**src/rtl/rob_pkg.sv**
```systemverilog
`timescale 1ns/1ps
package rob_pkg;
    typedef enum logic [1:0] {
        OCC_EMPTY   = 2'd0,
        OCC_PARTIAL = 2'd1,
        OCC_FULL    = 2'd2
    } occ_state_e;
endpackage

```
**src/rtl/rob_occupancy_fsm.sv**
```systemverilog
`timescale 1ns/1ps
module rob_occupancy_fsm
    import rob_pkg::*;
#(
    parameter int DEPTH = 4,
    localparam int PW = (DEPTH > 1) ? $clog2(DEPTH) : 1,
    localparam int CW = $clog2(DEPTH + 1)
) (
    input  logic          clk,
    input  logic          rst_n,
    input  logic          alloc,
    input  logic          retire,
    output logic [PW-1:0] head,
    output logic [PW-1:0] tail,
    output logic [CW-1:0] count,
    output logic          full,
    output logic          empty
);
    occ_state_e    state, state_nxt;
    logic [CW-1:0] count_nxt;
    logic [PW-1:0] head_nxt, tail_nxt;

    function automatic logic [PW-1:0] wrap_inc(input logic [PW-1:0] p);
        return (p == PW'(DEPTH - 1)) ? '0 : p + PW'(1);
    endfunction

    always_comb begin
        count_nxt = count + CW'(alloc) - CW'(retire);
        head_nxt  = retire ? wrap_inc(head) : head;
        tail_nxt  = alloc  ? wrap_inc(tail) : tail;
        state_nxt = state;
        unique case (state)
            OCC_EMPTY: begin
                // first allocation
                if (alloc)
                    state_nxt = (count_nxt == CW'(DEPTH)) ? OCC_FULL : OCC_PARTIAL;
            end
            OCC_PARTIAL: begin
                // drain or fill
                if (count_nxt == '0)
                    state_nxt = OCC_EMPTY;
                else if (count_nxt == CW'(DEPTH))
                    state_nxt = OCC_FULL;
            end
            OCC_FULL: begin
                // release
                if (retire)
                    state_nxt = (count_nxt == '0) ? OCC_EMPTY : OCC_PARTIAL;
            end
            default: state_nxt = OCC_EMPTY;
        endcase
    end

    always_ff @(posedge clk) begin
        if (!rst_n) begin
            state <= OCC_EMPTY;
            count <= '0;
            head  <= '0;
            tail  <= '0;
        end else begin
            state <= state_nxt;
            count <= count_nxt;
            head  <= head_nxt;
            tail  <= tail_nxt;
        end
    end

    always_comb begin
        full  = (state == OCC_FULL);
        empty = (state == OCC_EMPTY);
    end
endmodule

```
**src/rtl/rob_entry_array.sv**
```systemverilog
`timescale 1ns/1ps
module rob_entry_array #(
    parameter int DEPTH = 4,
    parameter int RW    = 3,
    parameter int SW    = 3,
    parameter int DW    = 16,
    localparam int PW = (DEPTH > 1) ? $clog2(DEPTH) : 1
) (
    input  logic                      clk,
    input  logic                      rst_n,
    input  logic                      alloc,
    input  logic [PW-1:0]             alloc_idx,
    input  logic [RW-1:0]             alloc_dest,
    input  logic [SW-1:0]             alloc_stn,
    input  logic                      bc_valid,
    input  logic [PW-1:0]             bc_idx,
    input  logic [DW-1:0]             bc_value,
    input  logic                      retire,
    input  logic [PW-1:0]             retire_idx,
    output logic [DEPTH-1:0]          busy_vec,
    output logic [DEPTH-1:0]          done_vec,
    output logic [DEPTH-1:0][RW-1:0]  dest_vec,
    output logic [DEPTH-1:0][SW-1:0]  stn_vec,
    output logic [DEPTH-1:0][DW-1:0]  value_vec
);
    for (genvar g = 0; g < DEPTH; g++) begin : g_slot
        logic          busy_q, done_q;
        logic [RW-1:0] dest_q;
        logic [SW-1:0] stn_q;
        logic [DW-1:0] value_q;
        logic          hit_alloc, hit_retire, hit_bc;

        always_comb begin
            hit_alloc  = alloc    && (alloc_idx  == PW'(g));
            hit_retire = retire   && (retire_idx == PW'(g));
            hit_bc     = bc_valid && (bc_idx     == PW'(g)) && busy_q && !done_q;
        end

        always_ff @(posedge clk) begin
            if (!rst_n) begin
                busy_q  <= 1'b0;
                done_q  <= 1'b0;
                dest_q  <= '0;
                stn_q   <= '0;
                value_q <= '0;
            end else if (hit_alloc) begin
                busy_q <= 1'b1;
                done_q <= 1'b0;
                dest_q <= alloc_dest;
                stn_q  <= alloc_stn;
            end else if (hit_retire) begin
                busy_q <= 1'b0;
                done_q <= 1'b0;
            end else if (hit_bc) begin
                done_q  <= 1'b1;
                value_q <= bc_value;
            end
        end

        assign busy_vec[g]  = busy_q;
        assign done_vec[g]  = done_q;
        assign dest_vec[g]  = dest_q;
        assign stn_vec[g]   = stn_q;
        assign value_vec[g] = value_q;
    end
endmodule

```
**src/rtl/rob_rename_table.sv**
```systemverilog
`timescale 1ns/1ps
module rob_rename_table #(
    parameter int NREG  = 8,
    parameter int DEPTH = 4,
    parameter int DW    = 16,
    localparam int PW = (DEPTH > 1) ? $clog2(DEPTH) : 1,
    localparam int RW = $clog2(NREG)
) (
    input  logic                     clk,
    input  logic                     rst_n,
    input  logic                     alloc,
    input  logic [RW-1:0]            alloc_dest,
    input  logic [PW-1:0]            alloc_idx,
    input  logic                     retire,
    input  logic [PW-1:0]            retire_idx,
    input  logic [RW-1:0]            retire_dest,
    input  logic [DW-1:0]            retire_value,
    output logic [NREG-1:0]          map_valid,
    output logic [NREG-1:0][PW-1:0]  map_tag,
    output logic [NREG-1:0][DW-1:0]  rf_value
);
    for (genvar g = 0; g < NREG; g++) begin : g_reg
        logic          mv_q;
        logic [PW-1:0] mt_q;
        logic [DW-1:0] rf_q;
        logic          wr_new, wr_ret;

        always_comb begin
            wr_new = alloc  && (alloc_dest  == RW'(g));
            wr_ret = retire && (retire_dest == RW'(g));
        end

        always_ff @(posedge clk) begin
            if (!rst_n) begin
                mv_q <= 1'b0;
                mt_q <= '0;
                rf_q <= DW'(g);
            end else begin
                if (wr_ret)
                    rf_q <= retire_value;
                if (wr_new) begin
                    mv_q <= 1'b1;
                    mt_q <= alloc_idx;
                end else if (wr_ret && mv_q && (mt_q == retire_idx)) begin
                    mv_q <= 1'b0;
                end
            end
        end

        assign map_valid[g] = mv_q;
        assign map_tag[g]   = mt_q;
        assign rf_value[g]  = rf_q;
    end
endmodule

```
**src/rtl/rob_src_lookup.sv**
```systemverilog
`timescale 1ns/1ps
module rob_src_lookup #(
    parameter int NREG  = 8,
    parameter int DEPTH = 4,
    parameter int DW    = 16,
    localparam int PW = (DEPTH > 1) ? $clog2(DEPTH) : 1,
    localparam int RW = $clog2(NREG)
) (
    input  logic [RW-1:0]             src_reg,
    input  logic [NREG-1:0]           map_valid,
    input  logic [NREG-1:0][PW-1:0]   map_tag,
    input  logic [NREG-1:0][DW-1:0]   rf_value,
    input  logic [DEPTH-1:0]          done_vec,
    input  logic [DEPTH-1:0][DW-1:0]  value_vec,
    input  logic                      bc_valid,
    input  logic [PW-1:0]             bc_idx,
    input  logic [DW-1:0]             bc_value,
    output logic                      ready,
    output logic [PW-1:0]             tag,
    output logic [DW-1:0]             value
);
    logic [PW-1:0] slot;

    always_comb begin
        slot  = map_tag[src_reg];
        ready = 1'b1;
        tag   = '0;
        value = rf_value[src_reg];
        if (map_valid[src_reg]) begin
            tag = slot;
            if (done_vec[slot]) begin
                value = value_vec[slot];
            end else if (bc_valid && (bc_idx == slot)) begin
                value = bc_value;
            end else begin
                ready = 1'b0;
                value = '0;
            end
        end
    end
endmodule

```
**src/rtl/reorder_rename_unit.sv**
```systemverilog
`timescale 1ns/1ps
module reorder_rename_unit #(
    parameter int DEPTH = 4,
    parameter int NREG  = 8,
    parameter int DW    = 16,
    parameter int SW    = 3,
    localparam int PW = (DEPTH > 1) ? $clog2(DEPTH) : 1,
    localparam int RW = $clog2(NREG),
    localparam int CW = $clog2(DEPTH + 1)
) (
    input  logic          clk,
    input  logic          rst_n,
    input  logic          disp_valid,
    input  logic [RW-1:0] disp_dest,
    input  logic [SW-1:0] disp_station,
    output logic          disp_ready,
    output logic [PW-1:0] disp_tag,
    input  logic [RW-1:0] src_a_reg,
    output logic          src_a_ready,
    output logic [PW-1:0] src_a_tag,
    output logic [DW-1:0] src_a_value,
    input  logic [RW-1:0] src_b_reg,
    output logic          src_b_ready,
    output logic [PW-1:0] src_b_tag,
    output logic [DW-1:0] src_b_value,
    input  logic          bcast_valid,
    input  logic [PW-1:0] bcast_tag,
    input  logic [DW-1:0] bcast_value,
    output logic          commit_valid,
    output logic [RW-1:0] commit_reg,
    output logic [DW-1:0] commit_value,
    output logic [SW-1:0] commit_station
);
    localparam int NSRC = 2;

    logic [PW-1:0] head_ptr, tail_ptr;
    logic [CW-1:0] occ_count;
    logic          occ_full, occ_empty;
    logic          do_alloc, do_retire;

    logic [DEPTH-1:0]          busy_vec, done_vec;
    logic [DEPTH-1:0][RW-1:0]  dest_vec;
    logic [DEPTH-1:0][SW-1:0]  stn_vec;
    logic [DEPTH-1:0][DW-1:0]  value_vec;

    logic [NREG-1:0]           map_valid;
    logic [NREG-1:0][PW-1:0]   map_tag;
    logic [NREG-1:0][DW-1:0]   rf_value;

    logic [NSRC-1:0][RW-1:0]   src_regs;
    logic [NSRC-1:0]           src_rdy;
    logic [NSRC-1:0][PW-1:0]   src_tags;
    logic [NSRC-1:0][DW-1:0]   src_vals;

    always_comb begin
        do_alloc  = disp_valid && !occ_full;
        do_retire = busy_vec[head_ptr] && done_vec[head_ptr];
    end

    rob_occupancy_fsm #(.DEPTH(DEPTH)) u_occ (
        .clk    (clk),
        .rst_n  (rst_n),
        .alloc  (do_alloc),
        .retire (do_retire),
        .head   (head_ptr),
        .tail   (tail_ptr),
        .count  (occ_count),
        .full   (occ_full),
        .empty  (occ_empty)
    );

    rob_entry_array #(.DEPTH(DEPTH), .RW(RW), .SW(SW), .DW(DW)) u_slots (
        .clk        (clk),
        .rst_n      (rst_n),
        .alloc      (do_alloc),
        .alloc_idx  (tail_ptr),
        .alloc_dest (disp_dest),
        .alloc_stn  (disp_station),
        .bc_valid   (bcast_valid),
        .bc_idx     (bcast_tag),
        .bc_value   (bcast_value),
        .retire     (do_retire),
        .retire_idx (head_ptr),
        .busy_vec   (busy_vec),
        .done_vec   (done_vec),
        .dest_vec   (dest_vec),
        .stn_vec    (stn_vec),
        .value_vec  (value_vec)
    );

    rob_rename_table #(.NREG(NREG), .DEPTH(DEPTH), .DW(DW)) u_map (
        .clk          (clk),
        .rst_n        (rst_n),
        .alloc        (do_alloc),
        .alloc_dest   (disp_dest),
        .alloc_idx    (tail_ptr),
        .retire       (do_retire),
        .retire_idx   (head_ptr),
        .retire_dest  (dest_vec[head_ptr]),
        .retire_value (value_vec[head_ptr]),
        .map_valid    (map_valid),
        .map_tag      (map_tag),
        .rf_value     (rf_value)
    );

    assign src_regs[0] = src_a_reg;
    assign src_regs[1] = src_b_reg;

    for (genvar s = 0; s < NSRC; s++) begin : g_src
        rob_src_lookup #(.NREG(NREG), .DEPTH(DEPTH), .DW(DW)) u_look (
            .src_reg   (src_regs[s]),
            .map_valid (map_valid),
            .map_tag   (map_tag),
            .rf_value  (rf_value),
            .done_vec  (done_vec),
            .value_vec (value_vec),
            .bc_valid  (bcast_valid),
            .bc_idx    (bcast_tag),
            .bc_value  (bcast_value),
            .ready     (src_rdy[s]),
            .tag       (src_tags[s]),
            .value     (src_vals[s])
        );
    end

    always_comb begin
        disp_ready     = !occ_full;
        disp_tag       = tail_ptr;
        src_a_ready    = src_rdy[0];
        src_a_tag      = src_tags[0];
        src_a_value    = src_vals[0];
        src_b_ready    = src_rdy[1];
        src_b_tag      = src_tags[1];
        src_b_value    = src_vals[1];
        commit_valid   = do_retire;
        commit_reg     = dest_vec[head_ptr];
        commit_value   = value_vec[head_ptr];
        commit_station = stn_vec[head_ptr];
    end
endmodule

```
**config.mk**
```make
export PLATFORM = sky130hd
export DESIGN_NAME = reorder_rename_unit
export DESIGN_NICKNAME = d
export VERILOG_FILES = /design/src/rtl/rob_pkg.sv /design/src/rtl/rob_occupancy_fsm.sv /design/src/rtl/rob_entry_array.sv /design/src/rtl/rob_rename_table.sv /design/src/rtl/rob_src_lookup.sv /design/src/rtl/reorder_rename_unit.sv
export SDC_FILE = /design/constraint.sdc
export NUM_CORES = 1
export LEC_CHECK = 0
export BUFFER_PORTS_ARGS = -buffer_cell sky130_fd_sc_hd__buf_2
export CAP_MARGIN = 20
export CORE_MARGIN = 5
export CORE_UTILIZATION = 55
export DETAILED_ROUTE_END_ITERATION = 7
export GPL_TIMING_DRIVEN = 0
export PLACE_DENSITY_LB_ADDON = 0.2
export SLEW_MARGIN = 10
export SYNTH_ARGS = -nofsm -noshare
export SYNTH_HDL_FRONTEND = slang
export SYNTH_HIERARCHICAL = 1
export SYNTH_SLANG_ARGS = --single-unit
```
**constraint.sdc**
```tcl
create_clock -name clk -period 6.55 [get_ports clk]
set_input_delay 1.31 -clock clk [delete_from_list [all_inputs] [get_ports clk]]
set_output_delay 1.31 -clock clk [all_outputs]
set_load 0.005 [all_outputs]
```
After elaboration in Yosys (flattened, before gate mapping)
Cells that the tools add are included.
{"block": "op_classes", "addsub": 4, "n_lt_le_gt_ge": 5, "n_reduce_logical": 89, "n_mux": 77, "n_bitwise": 9, "eq_ne": 39}
{"op": "two-way mux 16 bit", "n": 11}
{"op": "binary-select mux 16 bit (select 2 bit)", "n": 3}
{"op": "binary-select mux 16 bit (select 3 bit)", "n": 2}
{"op": "logical AND 1 bit", "n": 56}
{"op": "two-way mux 1 bit", "n": 37}
{"op": "== test 3 bit, second input constant", "n": 9}
{"op": "nonzero test 2 bit", "n": 12}
{"op": "two-way mux 2 bit", "n": 11}
{"op": "== test 2 bit", "n": 10}
{"op": "AND reduction 3 bit", "n": 5}
{"op": "== test 2 bit, second input constant", "n": 7}
{"op": "binary-select mux 2 bit (select 3 bit)", "n": 2}
{"op": "binary-select mux 3 bit (select 2 bit)", "n": 2}
{"op": "== test 3 x 2 -> 1 bit, second input constant", "n": 4}
{"op": "OR reduction 3 bit", "n": 4}
{"op": "zero test 3 bit", "n": 3}
{"op": "< comparator 2 x 3 -> 1 bit, second input constant", "n": 3}
{"op": "NOT 1 bit", "n": 9}
{"op": "binary-select mux 1 bit (select 2 bit)", "n": 4}
{"op": "== test 2 x 1 -> 1 bit, second input constant", "n": 4}
{"op": "zero test 2 bit", "n": 4}
{"op": "< comparator 3 x 4 -> 1 bit, second input constant", "n": 2}
{"op": "binary-select mux 1 bit (select 3 bit)", "n": 2}
{"op": "== test 3 x 1 -> 1 bit, second input constant", "n": 2}
{"op": "8 further kinds", "n": 15}
{"block": "totals", "inputBits": 34, "output_inout_bits": 64, "regBits": 257}

Logic depth before layout (Yosys ltp)
Gate-level depths: netlist of the first run.
{"block": "logic_depth", "ltp_word": 9, "ltp_mapped": 10}

By module
Netlist of the first run, hierarchy kept.
{"mod": "rob_rename_table", "seq_area_each_um2": 3042.9, "cells_each": 704, "area_each_um2": 6135.9, "n_inst": 1}
{"mod": "rob_src_lookup", "seq_area_each_um2": 0.0, "cells_each": 247, "area_each_um2": 2260.9, "n_inst": 2}
{"mod": "rob_entry_array", "seq_area_each_um2": 1921.8, "cells_each": 363, "area_each_um2": 3746.1, "n_inst": 1}
{"mod": "reorder_rename_unit", "seq_area_each_um2": 0.0, "cells_each": 34, "area_each_um2": 625.6, "n_inst": 1}
{"mod": "rob_occupancy_fsm", "seq_area_each_um2": 180.2, "cells_each": 48, "area_each_um2": 474.2, "n_inst": 1}

Least setup slack after synthesis of the first run
Ideal clock, no wire load.
{"block": "synth_timing", "path_kind": "input port to output port", "startpoint": "input port src_a_reg[0]", "endpoint": "output port src_a_value[10]", "path_slack_ns": 1.923, "t_required_ns": 5.240, "n_path_buf": 4, "t_arrival_ns": 3.317, "path_stages": 9, "path_cell_list": "buf_4 buf_12 mux2i_1 mux4_2 buf_6 mux2_4 o22a_4 buf_6 o311ai_1"}
{"block": "synth_between", "elab_chain_cells": 7}
{"item": "start: declaration", "line_no": "reorder_rename_unit.sv:18", "source": "input logic [RW-1:0] src_a_reg,"}
{"item": "binary-select mux 2 bit (select 3 bit)", "line_no": "rob_src_lookup.sv:25", "source": "slot = map_tag[src_reg];"}
{"item": "two-way mux 2 bit (implied by the code)", "line_no": "rob_src_lookup.sv:25"}
{"item": "== test 2 bit", "line_no": "rob_src_lookup.sv:33", "source": "end else if (bc_valid && (bc_idx == slot)) begin"}
{"item": "logical AND 1 bit", "line_no": "rob_src_lookup.sv:33"}
{"item": "two-way mux 16 bit", "line_no": "rob_src_lookup.sv:33"}
{"item": "two-way mux 16 bit", "line_no": "rob_src_lookup.sv:31", "source": "if (done_vec[slot]) begin"}
{"item": "two-way mux 16 bit *", "line_no": "rob_src_lookup.sv:29", "source": "if (map_valid[src_reg]) begin"}
{"item": "end: declaration", "line_no": "reorder_rename_unit.sv:21", "source": "output logic [DW-1:0] src_a_value,"}
Every way passes the cells marked *; elsewhere a longest branch is shown, timed or not. The select of a mux whose other input is x is not followed.

Final worst setup path of the first run
{"block": "layout_timing", "startpoint": "input port src_a_reg[1]", "endpoint": "output port src_a_value[6]"}
The elaborated chain is that of the path after synthesis.

==> reports/qor.txt, run 1 <==
Setup crit end - src_a_value[6]
Critical Path Source - src_a_reg[1]
Syn Area/Cell - 9.440 sq um
Mapped Nets - 1,681
Logic pwr share - 10.6%
Met1 Use GR - 41.49%
Gate Count Post-Synth - 1,642
Core area - 0.02778 sq mm
Initial cell density of the core - 55.79%
Largest net degree at the start of global routing - 19
Final design utilization - 62.51%
Nets - 1,804
CTS tree - yes
Port bufs - 91
Initial antenna violation count - 0
Hold-fix buffers, CTS - 0
Mapped cell area - 0.01550 sq mm
Pint - 0.002676 W
Root Driver - clkbuf_16
Worst-path clk slew - 0.06 ns
Tmin final - 5.661 ns
Final wirelength - 48,720 um
CP Data Arrival Time - 4.35 ns
Row count - 61
Clock power share - 44.4%
Die area - 0.03164 sq mm
Power Density - 206.3 mW/mm^2
Routed len/inst - 22.54 um
DR pass1 iterations - 5
CTS Buf Count - 29
Post-route ant nets - 0
Worst slew margin - 38.69%
Switching power of the nets - 0.0009058 W
Pleak - 6.818 nW
Max Cap Viol - 0
Reg area - 0.005145 sq mm
WS Path Type - in2out
Clk_lat worst skew - 0.56 ns
Number of endpoints failing setup at the final stage - 0
# DRC - 0
Hold path start - u_map/g_reg[2].rf_q[15]$_SDFFE_PN0P_
Vias in the first global route - 13,030
Reg2Reg Depth - 8
# resized after CTS - 0
Crit path max fanout - 10
Final worst path period share - 86.43%
Fmax - 0.1766 GHz
GR peak layer - met2
First-pass GRT wire length - 75,420 um
Final HPWL DP - 35,850 um
Area delta synth->final - 12.04%
# Post-CTS Setup Buffers - 0
I/O Pins - 98
Clock Skew - 0.01927 ns
Chip width - 177.9 um
Switch share - 25.29%
Worst Slack Setup Final - 0.8890 ns
Yosys warnings - 6
Worst reg-to-reg setup slack - 3.28 ns
Total track usage - 30.35%
Clock Sinks - 257
Placed inst area - 0.01644 sq mm
Routability cong. - 0.9510
Post-route cell area - 0.01737 sq mm
Via density - 6.208
Worst Setup Start Kind - input pin
Measured slew at the worst slew-check pin - 0.9197 ns
Peak VDD IR - 0.0001804 V
RSZ-0062 raised after global routing - no
Clock buffer depth - 3
DIE HEIGHT - 177.9 um
Fill cells - 2,339
Required time worst endpoint - 5.24 ns
Hold Fails Final Rpt - 0
Met2 GRT Util - 48.82%
Final TNS setup - 0 ns
Crit Reg-Reg Endpoint - u_occ/state[0]$_SDFFE_PN0P_
Met3 usage - 6.604%
Iteration-0 DRC Markers - 1,471
Share of cells above drive strength 1 - 20.70%
Hold WC Path Type - reg2reg
GR Overflow Total - 0
DP Worst Slack - 0.9455 ns
R2r startpoint - u_occ/head[1]$_SDFFE_PN0P_
Outcome - finished clean
Setup crit end kind - output pin
Antenna cells - 0
Via Count - 13,420
Share of power burned in registers - 44.9%
Footprint of the multi-input gates - 0.009319 sq mm
CTS H-tree lvls - 1
Pins Over Slew Limit - 0
per-layer routing:
layer  vias up  routed length, um
met1      6525              20100
li1       6067                  -
met2       707              22340
met3       117               4930
met5         -                  0
met4         0               1347
power groups by stage:
stage | registers, W | logic, W | clock network [W]
global placement | 0.00164 | 0.000364 | 0
floorplan | 0.00164 | 0.000256 | 0
finish | 0.00161 | 0.000380 | 0.00159
detailed placement | 0.00164 | 0.000373 | 0
global route | 0.00161 | 0.000405 | 0.00167
CTS | 0.00161 | 0.000374 | 0.00161
cells in the final DEF (no fill, tap or decap), types with 6 or more instances in the layout:
master / count
xor2_1: 18
buf_2: 119
nor2_1: 17
nand4b_1: 7
a21boi_1: 9
mux4_2: 94
mux2i_1: 147
clkbuf_1: 87
o311ai_1: 20
o311ai_0: 12
nor2b_1: 72
mux2_2: 32
clkbuf_16: 29
a21boi_0: 119
inv_1: 10
nor3b_1: 35
clkbuf_8: 8
a221oi_1: 32
nand2_1: 450
buf_4: 34
dfxtp_1: 257
nand3_1: 49
clkinv_2: 6
a21oi_1: 8
buf_6: 15
registers in the layout, indices dropped and copies added (netlist names):
register / cells
u_map/g.rf_q: 128
u_slots/g_slot.value_q: 64
u_map/g.mt_q: 16
u_slots/g_slot.dest_q: 12
u_slots/g_slot.stn_q: 12
u_map/g.mv_q: 8
u_slots/g_slot.busy_q: 4
u_slots/g_slot.done_q: 4
u_occ/count: 3
u_occ/head: 2
u_occ/state: 2
u_occ/tail: 2
critical path: stages:
cell and delay [ns]:
clkbuf_1 0.58, mux4_2 0.53, mux2i_1 0.21, nor2_1 0.68, clkbuf_1 0.48, nand3_1 0.15, o311ai_1 0.19, buf_2 0.21
stage by stage:
stage / instances / total power [W] / hold slack, ns
2_1_floorplan: 1642 / 0.001893 / 0.4389
3_3_place_gp: 2111 / 0.002005 / 0.4482
3_5_place_dp: 2112 / 0.002016 / 0.4588
4_1_cts: 2161 / 0.003591 / 0.4670
5_1_grt: 2161 / 0.003684 / 0.4773
6_report: 2161 / 0.003582 / 0.4694
worst min-delay path by stage:
| stage | end | slack (ns) | depth (start not counted) |
|---|---|---|---|
| detailed placement | u_map/g_reg[2].rf_q[15]$_SDFFE_PN0P_ | 0.46 | 2 |
| global placement | u_slots/g_slot[3].dest_q[2]$_SDFFE_PN0P_ | 0.45 | 2 |
| floorplan | u_slots/g_slot[3].dest_q[2]$_SDFFE_PN0P_ | 0.44 | 2 |
| finish | u_map/g_reg[2].rf_q[15]$_SDFFE_PN0P_ | 0.47 | 2 |
| CTS | u_map/g_reg[2].rf_q[15]$_SDFFE_PN0P_ | 0.47 | 2 |
| global route | u_map/g_reg[1].rf_q[14]$_SDFFE_PN0P_ | 0.48 | 2 |
cell type report:
class | instances | share of cell area, %
Multi-Input combinational cell | 1202 | 53.66
Clock buffer | 39 | 4.856
Tap cell | 378 | 2.724
Inverter | 12 | 0.2594
Sequential cell | 257 | 29.63
Clock inverter | 10 | 0.4755
Timing Repair Buffer | 92 | 2.688
Buffer | 171 | 5.706
No activity file was read; power rests on OpenSTA's default activity.
==> inputs of run 2 (changes only) <==
--- a/config.mk
+++ b/config.mk
@@ -7,6 +7,7 @@
 export LEC_CHECK = 0
 export BUFFER_PORTS_ARGS = -buffer_cell sky130_fd_sc_hd__buf_2
 export CAP_MARGIN = 20
+export CORE_ASPECT_RATIO = 0.7
 export CORE_MARGIN = 5
 export CORE_UTILIZATION = 55
 export DETAILED_ROUTE_END_ITERATION = 7
==> run 2 against run 1 <==
  * Sequential power about the same
  * Final area hardly changed
  * Cell count is 0.32% lower
  * Global-route usage shrank 0.23 points
  * Clock skew is 0.0024 ns higher
  * Fmax shrank 1.5%
  * Clock power barely moved
  * Non-clock buffer count stayed put
  * Routed wire length decreased by 0.15%
  * Combinational power is essentially flat
==> reports/qor.txt, run 2 (synthesized netlist as in run 1, its figures left out) <==
Pleak - 6.826 nW (+0.12%)
Worst hold path endpoint - u_slots/g_slot[3].dest_q[2]$_SDFFE_PN0P_
Die area - 0.03169 sq mm (+0.17%)
Via density - 6.225 (+0.27%)
Largest registers - u_map/g.rf_q (128), u_slots/g_slot.value_q (64), u_map/g.mt_q (16)
Number of endpoints failing setup at the final stage - 0 (unchanged)
Largest net degree at the start of global routing - 19 (unchanged)
Crit path max fanout - 10 (unchanged)
# DRC - 0 (unchanged)
Hold Crit Depth - 2 (unchanged)
Peak VDD IR - 0.0001637 V (-9.2%)
RSZ-0062 raised after global routing - no
Hold Fails Final Rpt - 0 (unchanged)
Core area - 0.02782 sq mm (+0.14%)
# Post-CTS Setup Buffers - 0 (unchanged)
Biggest register - u_map/g.rf_q
Routed len/inst - 22.58 um (+0.18%)
Hold WC Path Type - reg2reg
CP Data Arrival Time - 4.44 ns (+0.09 ns)
WS Path Type - in2out
Worst reg-to-reg setup slack - 3.29 ns (about the same)
Clock Sinks - 257 (unchanged)
Port bufs - 91 (unchanged)
CTS Buf Count - 27 (-6.9%)
DIE HEIGHT - 150.5 um (-15%)
Final wirelength - 48,650 um (-0.15%)
Final HPWL DP - 36,700 um (+2.4%)
Max reg flops - 128 (unchanged)
Vias in the first global route - 12,640 (-3.0%)
Clock buffer depth - 3 (unchanged)
CTS tree - yes
Chip width - 210.6 um (+18%)
Fmax - 0.1740 GHz (-1.5%)
Worst Setup Start Kind - input pin
Initial cell density of the core - 55.71% (-0.080 points)
Crit Reg-Reg Endpoint - u_occ/state[0]$_SDFFE_PN0P_
Required time worst endpoint - 5.24 ns (about the same)
Clk_lat worst skew - 0.56 ns (about the same)
Hold-fix buffers, CTS - 0 (unchanged)
Most frequent cells in the layout - 450 x nand2_1, 257 x dfxtp_1, 147 x mux2i_1, 119 x buf_2, 119 x a21boi_0
Initial antenna violation count - 2 (+2)
Power Density - 207.2 mW/mm^2 (+0.45%)
I/O Pins - 98 (unchanged)
Fill cells - 2,382 (+1.8%)
Reg2Reg Depth - 10 (+2)
Measured slew at the worst slew-check pin - 0.9245 ns (+0.004782 ns)
R2r startpoint - u_occ/head[0]$_SDFFE_PN0P_
Final TNS setup - 0 ns (unchanged)
GR Overflow Total - 0 (unchanged)
Max Cap Viol - 0 (unchanged)
# resized after CTS - 0 (unchanged)
Row count - 51 (-16%)
Hold path start - u_slots/g_slot[3].dest_q[2]$_SDFFE_PN0P_
Worst-path clk slew - 0.06 ns (about the same)
Antenna cells - 0 (unchanged)
Final design utilization - 62.41% (-0.094 points)
Total track usage - 30.12% (-0.23 points)
Nets - 1,802 (-0.11%)
Worst slew margin - 38.37% (-0.32 points)
Clock Skew - 0.02163 ns (+0.002364 ns)
Post-route ant nets - 0 (unchanged)
CTS H-tree lvls - 1 (unchanged)
First-pass GRT wire length - 74,470 um (-1.3%)
Most common cell after layout, fill and taps aside - nand2_1
Iteration-0 DRC Markers - 1,864 (+27%)
Root Driver - clkbuf_16
Setup crit end kind - output pin
Area delta synth->final - 12.03% (about the same)
Routability cong. - 0.9827 (+3.3%)
Tmin final - 5.746 ns (+0.08454 ns)
Final worst path period share - 87.72% (+1.3 points)
Outcome - finished clean
DR pass1 iterations - 8 (+3)
Share of cells above drive strength 1 - 20.53% (-0.17 points)
Via Count - 13,410 (-0.060%)
Pins Over Slew Limit - 0 (unchanged)
-- run 2: worst max path at each step --
stage	start	end	slack (ns)	cells after the start
after detailed placement	src_a_reg[1]	src_a_value[5]	0.98	9
after global routing	src_a_reg[1]	src_a_value[5]	0.66	9
after CTS	src_a_reg[1]	src_a_value[5]	0.98	9
final	src_a_reg[1]	src_a_value[6]	0.80	9
after floorplan	src_a_reg[0]	src_a_value[10]	1.92	9
after global placement	src_a_reg[1]	src_a_value[5]	1.01	9
-- run 2: where the power goes --
part	switching [W]	internal, W
Clock	0.000665	0.000945
Sequential	0.0000205	0.00159
Combinational	0.000221	0.000157
-- run 2: layer usage --
layer / GRT usage, % / part of all wire [%]
met1: 46.15 / 45
met2: 43.11 / 41
met3: 7.103 / 12
met4: 6.738 / 2.1
met5: 0 / 0
-- run 2: per-stage QoR --
stage | std cells | instance area, sq um | setup slack (ns) | hold WS [ns] | power [W]
floorplan | 1642 | 15500 | 1.923 | 0.4389 | 0.001893
global placement | 2104 | 16420 | 1.010 | 0.4510 | 0.002002
detailed placement | 2105 | 16430 | 0.9786 | 0.4569 | 0.002013
CTS | 2154 | 17360 | 0.9772 | 0.4656 | 0.003607
global route | 2154 | 17360 | 0.6561 | 0.4814 | 0.003713
finish | 2154 | 17360 | 0.8044 | 0.4650 | 0.003598
-- run 2: worst max-delay path, cell delays in order --
cell and delay (ns):
clkbuf_1 0.55, mux4_2 0.55, mux2i_1 0.55, nor2b_1 0.09
clkbuf_1 0.19, buf_2 0.21, a221oi_1 0.59, o311ai_1 0.21
buf_2 0.18
-- run 2: area by class of cell --
| cell class | instances | area, sq um | share of cell area [%] |
|---|---|---|---|
| Sequential cell | 257 | 5145 | 29.63 |
| Inverter | 12 | 45.04 | 0.2594 |
| Tap cell | 371 | 464.2 | 2.673 |
| Buffer | 171 | 991.0 | 5.707 |
| Clock inverter | 8 | 115.1 | 0.6629 |
| Clock buffer | 41 | 818.3 | 4.712 |
| Timing Repair Buffer | 92 | 466.7 | 2.688 |
| Multi-Input combinational cell | 1202 | 9319 | 53.67 |
==> inputs of run 3 (changes only) <==
--- a/config.mk
+++ b/config.mk
@@ -13,6 +13,8 @@
 export DETAILED_ROUTE_END_ITERATION = 7
 export GPL_TIMING_DRIVEN = 0
 export PLACE_DENSITY_LB_ADDON = 0.2
+export REMOVE_ABC_BUFFERS = 1
+export SETUP_SLACK_MARGIN = 0.1
 export SLEW_MARGIN = 10
 export SYNTH_ARGS = -nofsm -noshare
 export SYNTH_HDL_FRONTEND = slang
==> run 3 against run 2 <==
  * Register-to-register slack lost 0.51 ns
  * First-iteration DRC count shrank 19%
  * Cell count shrank 6.6%
  * Global-route usage shrank 0.14 points
  * Die area is the same
  * Combinational power shrank 6.9%
  * Count of clock-buffer cells in the layout is the same
  * Routed wire length is essentially flat
  * Sequential cell count is the same
  * Critical endpoint is now src_a_value[4]
  * Largest cell class unchanged
==> reports/qor.txt, run 3 (synthesized netlist as in run 1, its figures left out) <==
Critical Path Source - src_a_reg[0]
Hold WC Path Type - reg2reg
CP Data Arrival Time - 5.14 ns (+0.70 ns)
Routability cong. - 0.8753 (-11%)
GR Overflow Total - 0 (unchanged)
Worst-path clk slew - 0.07 ns (about the same)
CTS H-tree lvls - 1 (unchanged)
I/O Pins - 98 (unchanged)
Post-route ant nets - 0 (unchanged)
Required time worst endpoint - 5.24 ns (about the same)
Final wirelength - 48,660 um (about the same)
DR pass1 iterations - 6 (-2)
Antenna cells - 0 (unchanged)
CP max-delay cell - o311ai_0
Via Count - 12,920 (-3.6%)
Vias in the first global route - 12,550 (-0.71%)
Max Cap Viol - 0 (unchanged)
Final worst path period share - 98.52% (+11 points)
Initial antenna violation count - 0 (-2)
Nets - 1,658 (-8.0%)
Worst Setup Start Kind - input pin
Critical-path cell list - buf_4 > buf_16 > mux2i_1 > mux4_2 > buf_12 > xor2_1 > nand2_1 > o311ai_0 > buf_2
Tmin final - 6.453 ns (+0.7078 ns)
Pleak - 6.499 nW (-4.8%)
Crit Reg-Reg Endpoint - u_occ/state[0]$_SDFFE_PN0P_
Reg2Reg Depth - 9 (-1)
Final Hold Slack - 0.4684 ns (+0.003387 ns)
Worst hold path endpoint - u_map/g_reg[1].rf_q[14]$_SDFFE_PN0P_
Final HPWL DP - 30,750 um (-16%)
GR peak layer - met2
CTS tree - yes
Slowest stage delay, CP - 0.94 ns (+0.35 ns)
Die area - 0.03169 sq mm (unchanged)
Crit path max fanout - 33 (+23)
CP bufs+invs - 4 (unchanged)
Fill cells - 2,366 (-0.67%)
Initial cell density of the core - 55.71% (unchanged)
Hold Fails Final Rpt - 0 (unchanged)
Power Density - 212.3 mW/mm^2 (+2.5%)
Outcome - finished clean
Worst reg-to-reg setup slack - 2.78 ns (-0.51 ns)
Hold Crit Depth - 2 (unchanged)
Core area - 0.02782 sq mm (unchanged)
Clock buffer depth - 3 (unchanged)
Via density - 6.426 (+3.2%)
Max reg flops - 128 (unchanged)
Biggest register - u_map/g.rf_q
Clock Sinks - 257 (unchanged)
DIE HEIGHT - 150.5 um (unchanged)
Final design utilization - 60.36% (-2.1 points)
Hold path start - u_map/g_reg[1].rf_q[14]$_SDFFE_PN0P_
Measured slew at the worst slew-check pin - 1.097 ns (+0.1730 ns)
Peak VDD IR - 0.0001733 V (+5.9%)
Largest net degree at the start of global routing - 162 (+143)
WS Path Type - in2out
Most common cell after layout, fill and taps aside - nand2_1
Number of endpoints failing setup at the final stage - 0 (unchanged)
Fmax - 0.1550 GHz (-11%)
# DRC - 0 (unchanged)
Crit path max-delay family - buffers and inverters
Root Driver - clkbuf_16
RSZ-0062 raised after global routing - no
Clk_lat worst skew - 0.55 ns (about the same)
Met2 GRT Util - 46.60% (+3.5 points)
Most frequent cells in the layout - 450 x nand2_1, 253 x dfxtp_1, 147 x mux2i_1, 119 x a21boi_0, 94 x mux4_2
Post-route insts no fill - 2,011 (-6.6%)
Routed len/inst - 24.20 um (+7.1%)
Total track usage - 29.98% (-0.14 points)
Met3 usage - 8.457% (+1.4 points)
Worst slew margin - 26.66% (-12 points)
First-pass GRT wire length - 74,310 um (-0.21%)
Clock Skew - 0.02030 ns (-0.001333 ns)
Share of cells above drive strength 1 - 19.70% (-0.83 points)
Port bufs - 97 (+6.6%)
CTS Buf Count - 27 (unchanged)
Pins Over Slew Limit - 0 (unchanged)
Largest registers - u_map/g.rf_q (128), u_slots/g_slot.value_q (64), u_map/g.mt_q (16)
Met1 Use GR - 41.07% (-5.1 points)
Setup crit end kind - output pin
# placed instances - 1,961 (-6.8%)
Iteration-0 DRC Markers - 1,510 (-19%)
R2r startpoint - u_occ/head[1]$_SDFFE_PN0P_
Area delta synth->final - 8.347%
Chip width - 210.6 um (unchanged)
Row count - 51 (unchanged)
## run 3: worst min-delay path, stage by stage (launching register included)
cell and delay [ns]:
dfxtp_1 0.32, nand2_1 0.05, a21boi_1 0.05
## run 3: power breakdown
group          leakage (nW)  total, W  switching (W)  internal, W
sequential             2.08   0.00161      0.0000270      0.00159
combinational          3.97  0.000352       0.000212     0.000140
clock                 0.456   0.00160       0.000659     0.000940
total                  6.50   0.00357       0.000898      0.00267
## run 3: timing repair
| action | in CTS | in global routing |
|---|---|---|
| hold buffers | 0 | 0 |
| setup endpoints to repair | 0 | 2 |
| resized for setup | 0 | 2 |
| buffers inserted | 0 | 0 |
## run 3: stage by stage
stage	cell area [sq um]	setup TNS, ns	worst slack [ns]	power, W
6_report	16790	0	0.09668	0.003566
5_1_grt	16790	0	0.2248	0.003669
4_1_cts	16790	0	0.1148	0.003577
3_5_place_dp	15860	0	0.1058	0.001992
3_3_place_gp	15460	-18.91	-0.7499	0.001981
2_1_floorplan	14510	0	1.882	0.001826
## run 3: final cells by class
type                       instances  area (sq um)  area share, %
clock buffer                      41         818.3          4.873
clock inverter                     9         105.1         0.6258
sequential                       257          5152          30.68
tap                              371         464.2          2.764
inverter                          12         45.04         0.2682
multi-input combinational       1202          9346          55.65
timing repair buffer             119         862.1          5.133
## run 3: how the worst max path moves through the flow
stage / to / slack [ns] / cells past startpoint
after floorplan: src_a_value[0] / 1.88 / 5
final: src_a_value[4] / 0.1 / 9
after global routing: src_b_value[4] / 0.22 / 8
after CTS: src_a_value[4] / 0.11 / 7
after global placement: src_b_value[4] / -0.75 / 7
after detailed placement: src_a_value[4] / 0.11 / 7
## run 3: per-layer routing
layer	wire, um	share of wire (%)
met3	5459	11
met5	0	0
met1	20040	41
met4	1562	3.2
met2	21590	44
